$ cat config.mk
export PLATFORM = sky130hd
export DESIGN_NAME = perf_ctl_hub
export DESIGN_NICKNAME = d
export VERILOG_FILES = /design/src/rtl/perf_ctl_hub.sv
export SDC_FILE = /design/constraint.sdc
export NUM_CORES = 1
export LEC_CHECK = 0
export ABC_AREA = 0
export ABC_CLOCK_PERIOD_IN_PS = 10590
export BUFFER_PORTS_ARGS = -buffer_cell sky130_fd_sc_hd__buf_4
export CORE_MARGIN = 1
export CORE_UTILIZATION = 45
export DETAILED_ROUTE_END_ITERATION = 10
export GPL_TIMING_DRIVEN = 0
export PLACE_DENSITY = 0.72
export SLEW_MARGIN = 10
export SYNTH_ARGS = -nofsm -noshare
export SYNTH_HDL_FRONTEND = slang
export SYNTH_SLANG_ARGS = --single-unit
$ cat constraint.sdc
create_clock -name clk -period 10.59 [get_ports clk]
set_clock_uncertainty 0.05 [all_clocks]
set_input_delay 3.177 -clock clk [delete_from_list [all_inputs] [get_ports clk]]
set_output_delay 3.177 -clock clk [all_outputs]
set_load 0.01 [all_outputs]
$ cat src/rtl/perf_ctl_hub.sv
module perf_ctl_hub #(
  parameter int NUM_CORES  = 2,
  parameter int NUM_EVENTS = 4,
  parameter int CNT_W      = 64,
  parameter int ADDR_W     = 12,
  parameter int DATA_W     = 64,
  parameter logic [ADDR_W-1:0] STATS_ADDR = 12'h801,
  parameter logic [ADDR_W-1:0] TERM_ADDR  = 12'h800,
  localparam int CIDX_W = (NUM_CORES  > 1) ? $clog2(NUM_CORES)  : 1,
  localparam int EIDX_W = (NUM_EVENTS > 1) ? $clog2(NUM_EVENTS) : 1
) (
  input  logic                           clk,
  input  logic                           rst_n,
  input  logic [NUM_CORES-1:0]           csr_wr_en,
  input  logic [NUM_CORES*ADDR_W-1:0]    csr_wr_addr,
  input  logic [NUM_CORES*DATA_W-1:0]    csr_wr_data,
  input  logic [NUM_CORES*NUM_EVENTS-1:0] evt_strobe,
  input  logic                           host_req_valid,
  input  logic [CIDX_W-1:0]              host_req_core,
  input  logic [EIDX_W-1:0]              host_req_evt,
  output logic                           host_rsp_valid,
  output logic [CNT_W-1:0]               host_rsp_data,
  output logic                           halt,
  output logic                           host_notify
);

  localparam int LAG = 3;
  localparam logic [CIDX_W:0] NC_LIM = NUM_CORES[CIDX_W:0];
  localparam logic [EIDX_W:0] NE_LIM = NUM_EVENTS[EIDX_W:0];

  logic                 stats_q, stats_d;
  logic                 halt_q, notify_q;
  logic [NUM_CORES-1:0] hit_stats, hit_term, core_en;
  logic [LAG-1:0]       en_pipe [NUM_CORES];
  logic [CNT_W-1:0]     cnt [NUM_CORES][NUM_EVENTS];
  logic                 rsp_v_q;
  logic [CNT_W-1:0]     rsp_d_q;
  logic [1:0]           age_q;
  logic                 data_unused;

  assign data_unused = ^csr_wr_data;

  for (genvar c = 0; c < NUM_CORES; c++) begin : g_dec
    assign hit_stats[c] = !halt_q && csr_wr_en[c] &&
                          (csr_wr_addr[c*ADDR_W +: ADDR_W] == STATS_ADDR);
    assign hit_term[c]  = !halt_q && csr_wr_en[c] &&
                          (csr_wr_addr[c*ADDR_W +: ADDR_W] == TERM_ADDR);
  end

  always_comb begin
    stats_d = stats_q;
    for (int c = NUM_CORES - 1; c >= 0; c--)
      if (hit_stats[c]) stats_d = csr_wr_data[c*DATA_W];
  end

  always_ff @(posedge clk) begin
    if (!rst_n) begin
      stats_q  <= 1'b0;
      halt_q   <= 1'b0;
      notify_q <= 1'b0;
      age_q    <= 2'd0;
    end else begin
      stats_q  <= stats_d;
      halt_q   <= halt_q | (|hit_term);
      notify_q <= |hit_term;
      if (age_q != 2'd3) age_q <= age_q + 2'd1;
    end
  end

  for (genvar c = 0; c < NUM_CORES; c++) begin : g_core
    always_ff @(posedge clk) begin
      if (!rst_n) en_pipe[c] <= '0;
      else        en_pipe[c] <= {en_pipe[c][LAG-2:0], stats_d};
    end
    assign core_en[c] = en_pipe[c][LAG-1];

    // each core's enable copy trails the shared register by the fixed lag
    a_r3_enable_lag: assert property (@(posedge clk) disable iff (!rst_n)
      (age_q >= 2'd2) |-> (core_en[c] == $past(stats_q, 2)));

    for (genvar e = 0; e < NUM_EVENTS; e++) begin : g_evt
      always_ff @(posedge clk) begin
        if (!rst_n)
          cnt[c][e] <= '0;
        else if (!halt_q && core_en[c] && evt_strobe[c*NUM_EVENTS+e])
          cnt[c][e] <= cnt[c][e] + 1'b1;
      end

      // counters frozen once halted
      a_r6_frozen: assert property (@(posedge clk) disable iff (!rst_n)
        halt_q |=> $stable(cnt[c][e]));
    end
  end

  always_ff @(posedge clk) begin
    if (!rst_n) begin
      rsp_v_q <= 1'b0;
      rsp_d_q <= '0;
    end else begin
      rsp_v_q <= host_req_valid;
      if (host_req_valid) begin
        if (({1'b0, host_req_core} < NC_LIM) && ({1'b0, host_req_evt} < NE_LIM))
          rsp_d_q <= cnt[host_req_core][host_req_evt];
        else
          rsp_d_q <= '0;
      end
    end
  end

  assign host_rsp_valid = rsp_v_q;
  assign host_rsp_data  = rsp_d_q;
  assign halt           = halt_q;
  assign host_notify    = notify_q;

  // core 0 always has precedence on the enable register
  a_r4_core0_wins: assert property (@(posedge clk) disable iff (!rst_n)
    hit_stats[0] |=> (stats_q == $past(csr_wr_data[0])));

  // halt is sticky and the notification is a single pulse inside it
  a_r5_halt_sticky: assert property (@(posedge clk) disable iff (!rst_n)
    halt |=> halt);
  a_r5_notify_pulse: assert property (@(posedge clk) disable iff (!rst_n)
    host_notify |=> !host_notify);
  a_r5_notify_in_halt: assert property (@(posedge clk) disable iff (!rst_n)
    host_notify |-> halt);

  // response strobe follows the request by one cycle
  a_r7_rsp_after_req: assert property (@(posedge clk) disable iff (!rst_n)
    host_req_valid |=> host_rsp_valid);
  a_r7_no_spurious_rsp: assert property (@(posedge clk) disable iff (!rst_n)
    !host_req_valid |=> !host_rsp_valid);

endmodule

# After elaboration in Yosys (flattened, before gate mapping)
# Memories as Yosys holds them, arrays and structs flattened.
# Index checks and enable logic that the tools add are counted.
[word_totals] register_bits=68 ram_bits=518 out_inout_bits=67 wordCells=91 mem_count=2
[mem_list] name="cnt" depth=2 word_bits=256 read_ports=3 rd_clocked_by_memory_dff=0 write_ports=2 line="35" rtl="logic [CNT_W-1:0] cnt [NUM_CORES][NUM_EVENTS];"
[mem_list] name="en_pipe" depth=2 word_bits=3 read_ports=2 rd_clocked_by_memory_dff=0 write_ports=2 line="34" rtl="logic [LAG-1:0] en_pipe [NUM_CORES];"
[classes] add_sub_neg=8 magnitude_cmp=1 n_eq_ne=4 mux=41 n_bitwise=12 n_reduce_logical=18
[op_table] cell="$mux 64" count=10
[op_table] cell="$add 64x1->64 const B" count=8
[op_table] cell="$bmux 64 s2" count=1
[op_table] cell="$eq 12x12->1 const B" count=4
[op_table] cell="$mux 1" count=28
[op_table] cell="$logic_and 1x1->1" count=16
[op_table] cell="$or 1x1->1" count=11
[op_table] cell="$mux 3" count=2
[op_table] cell="$ge 3x3->1 const B" count=1
[op_table] cell="$not 2->3" count=1
[op_table] cell="$reduce_or 2->1" count=1
[op_table] cell="$logic_not 1->1" count=1

# Longest topological paths before layout
[depth] ltp_word=7 mapped_depth=8

# Worst setup path after synthesis
# No wires, ideal clock.
[synth_path] path_type="input port to flip-flop" startpoint="input port rst_n" endpoint="memory cnt[0][0] (netlist name), enable pin" setup_ns=0.688 arrival_time_ns=4.799 slack_ns=5.054 cell_stages=3 cell_sequence="clkbuf_1 clkbuf_1 nand2_1"
[synth_rtl] element="start, declared" line="13" rtl="input logic rst_n,"
[synth_rtl] element="end, declared" line="35"

==> impl_metrics.toml <==
[sta]
report.final.slew_viol_count = 0
rsz0062_at_grt = "false"
max_freq_mhz = 158
period_share_pct = 59.8
layout_min_cycle_time_ns = 6.33
worst_pin_slew_ns = 1.26
final-hold-violation-count = 0
whs_ns = 0.383
maxSlewHeadroom_pct = 16.1
setup_tns_ns = 0
setup_viol = 0

[detailed_routing]
wl_microns = 107000
drc = 0
wire_per_inst_microns = 23.6
viasPerCell = 6.48
ant_nets = 0
dr.pass1.iters = 6
drtIter0Drc = 4053
via_count = 29500

[yosys]
synth-main-ff-cell = "edfxtp_1"
synth_top_cell_area_share_pct = 44.2
yosys.area.top_type = "edfxtp_1"
synth.distinct_cells = 54
synth_area_leaders = "edfxtp_1 (44%), mux4_2 (8.2%), xor2_1 (4.7%)"
seq_area_frac_synth_pct = 48.2
synth.avg_cell_area_sq_um = 10.6
syn_inst = 3286
syn-cell-area_sq_um = 34800
yosys_warnings = 0
syn_nets = 3462
postSynth.asyncResetShare_pct = 0
synth-seq-cells = 582
yosysMostFrequentCell = "edfxtp_1"
synth_common_cells = "edfxtp_1 (512), nor2_1 (347), nand2_1 (269)"
synth_edf_count = 512

[cts]
cts.sinks = 582
cts.clk_slew.worst_paths_ns = 0.06
insertion_delay_ns = 0.63
clock_path_buffers = 3
clockRootBuffer = "clkbuf_16"
post_cts_resized = 0
cts_made_buffers = 67
cts_hold_buf = 0
htree_levels = 3
cts_tree = "done"
postCtsSetupRepairBufs = 0

[global_route]
grt_use_total_pct = 27.0
grt_pass1_vias = 26900
grt_max_degree = 60
gr-total-overflow = 0
grt_pass1_wl_microns = 162000
antenna_found_initial = 2

[cells_and_area]
drive_above_1_share_pct = 11.4
nets = 3643
fillers = 6638
area_growth_pct = 13.1
utilization_pct = 51.6
register_area_sq_um = 16800
multi_input_area_sq_um = 17200

[critical_path]
rr_worst_depth = 8
critPathMaxFanout = 10
crit_type = "in -> reg"
critical_path_required_ns = 10.99
crit_path_end_kind = "flip-flop"
crit_arrival_ns = 6.74
worst_setup_path_start_kind = "input pin"

[floorplanning]
coreArea_sq_um = 76200
io_pins = 235
num_rows = 101
die_w_microns = 280
die_area_sq_um = 78400
fp.dieH_microns = 280
start_util_pct = 45.7

[placement]
dp_hpwl_microns = 79200
place.gp.congestion = 0.948
port_buffers = 103

[min_path]
hold_depth = 1
hold_path_class = "reg -> reg"

[power]
p_leak_uw = 0.0127
peakVddDrop_v = 0.000103
powerDensity_nw_per_um2 = 139

[run]
drv_cap = 0

[status]
status = "finished, final reports clean"
[cell usage in the layout (no fill, tap or decap), types with 127 or more instances in the layout]
cell type	instances
edfxtp_1	512
nor2_1	347
o21ai_0	128
xor2_1	188
nand2_1	261
a21oi_1	225
nand4_1	213
nand3_1	183
clkbuf_1	147
or3_1	127
mux4_2	127
[where the power goes]
| part | internal, uW | leakage [uW] | switching [uW] |
|---|---|---|---|
| Clock | 1370 | 0.00108 | 1010 |
| Combinational | 171 | 0.00580 | 217 |
| Sequential | 2580 | 0.00586 | 128 |
[metrics by stage]
stage                     worst slack [ns]  total power [uW]  instance area (sq um)  instances
after floorplan                       5.05              2940                  34800       3286
after global placement                3.18              3120                  36900       4419
after detailed placement              3.90              3130                  37200       4428
after CTS                             4.56              5480                  39300       4551
after global routing                  4.39              5610                  39300       4551
final                                 4.26              5480                  39300       4552
[sequential cells by signal, indices dropped and copies added (netlist names)]
signal,count
halt,1
en_pipe,3
cnt,512
host_rsp_valid,1
host_notify,1
host_rsp_data,64
[kinds of logic after synthesis]
family / Yosys count / synth area share (%)
AND/OR/NAND/NOR: 1484 / 22.8
flip-flops: 582 / 48.2
multiplexers: 195 / 10.2
AO/OA/AOI/OAI: 532 / 9.47
XOR/XNOR: 261 / 6.57
buffers and inverters: 224 / 2.46
adder cells (fa/ha/maj): 8 / 0.288
[area by class of cell]
| type | count | area share, % |
|---|---|---|
| plain buffers | 168 | 1.64 |
| well taps | 1030 | 3.28 |
| diodes | 1 | 0.00636 |
| flip-flops and latches | 582 | 42.6 |
| inverters | 56 | 0.534 |
| multi-input cells | 2480 | 43.8 |
| clock inverters | 38 | 0.970 |
| repair buffers | 112 | 2.54 |
| clock buffers | 85 | 4.60 |
[routing by layer]
| layer | part of all wire, % | GRT usage (%) | up-vias |
|---|---|---|---|
| li1 | - | - | 13100 |
| met1 | 40 | 38.3 | 14400 |
| met2 | 44 | 40.3 | 1703 |
| met3 | 11 | 5.86 | 270 |
| met4 | 4.4 | 10.7 | 0 |
| met5 | 0 | 0 | - |
[worst paths after layout]
path,from,slack (ns),endpoint
worst max-delay path,rst_n,4.26,cnt[1][248]
worst min-delay path,en_pipe[1][1],0.38,en_pipe[1][2]
worst max register to register,cnt[1][0],6.96,cnt[1][56]
worst min register to register,en_pipe[1][1],0.38,en_pipe[1][2]
[critical path: stages]
cell	delay (ns)
clkbuf_1	0.76
and2_1	0.24
clkbuf_1	0.66
clkbuf_1	0.74
nand2_1	0.42
clkbuf_1	0.45
a21oi_1	0.24
(Power assumes the default switching activity.)
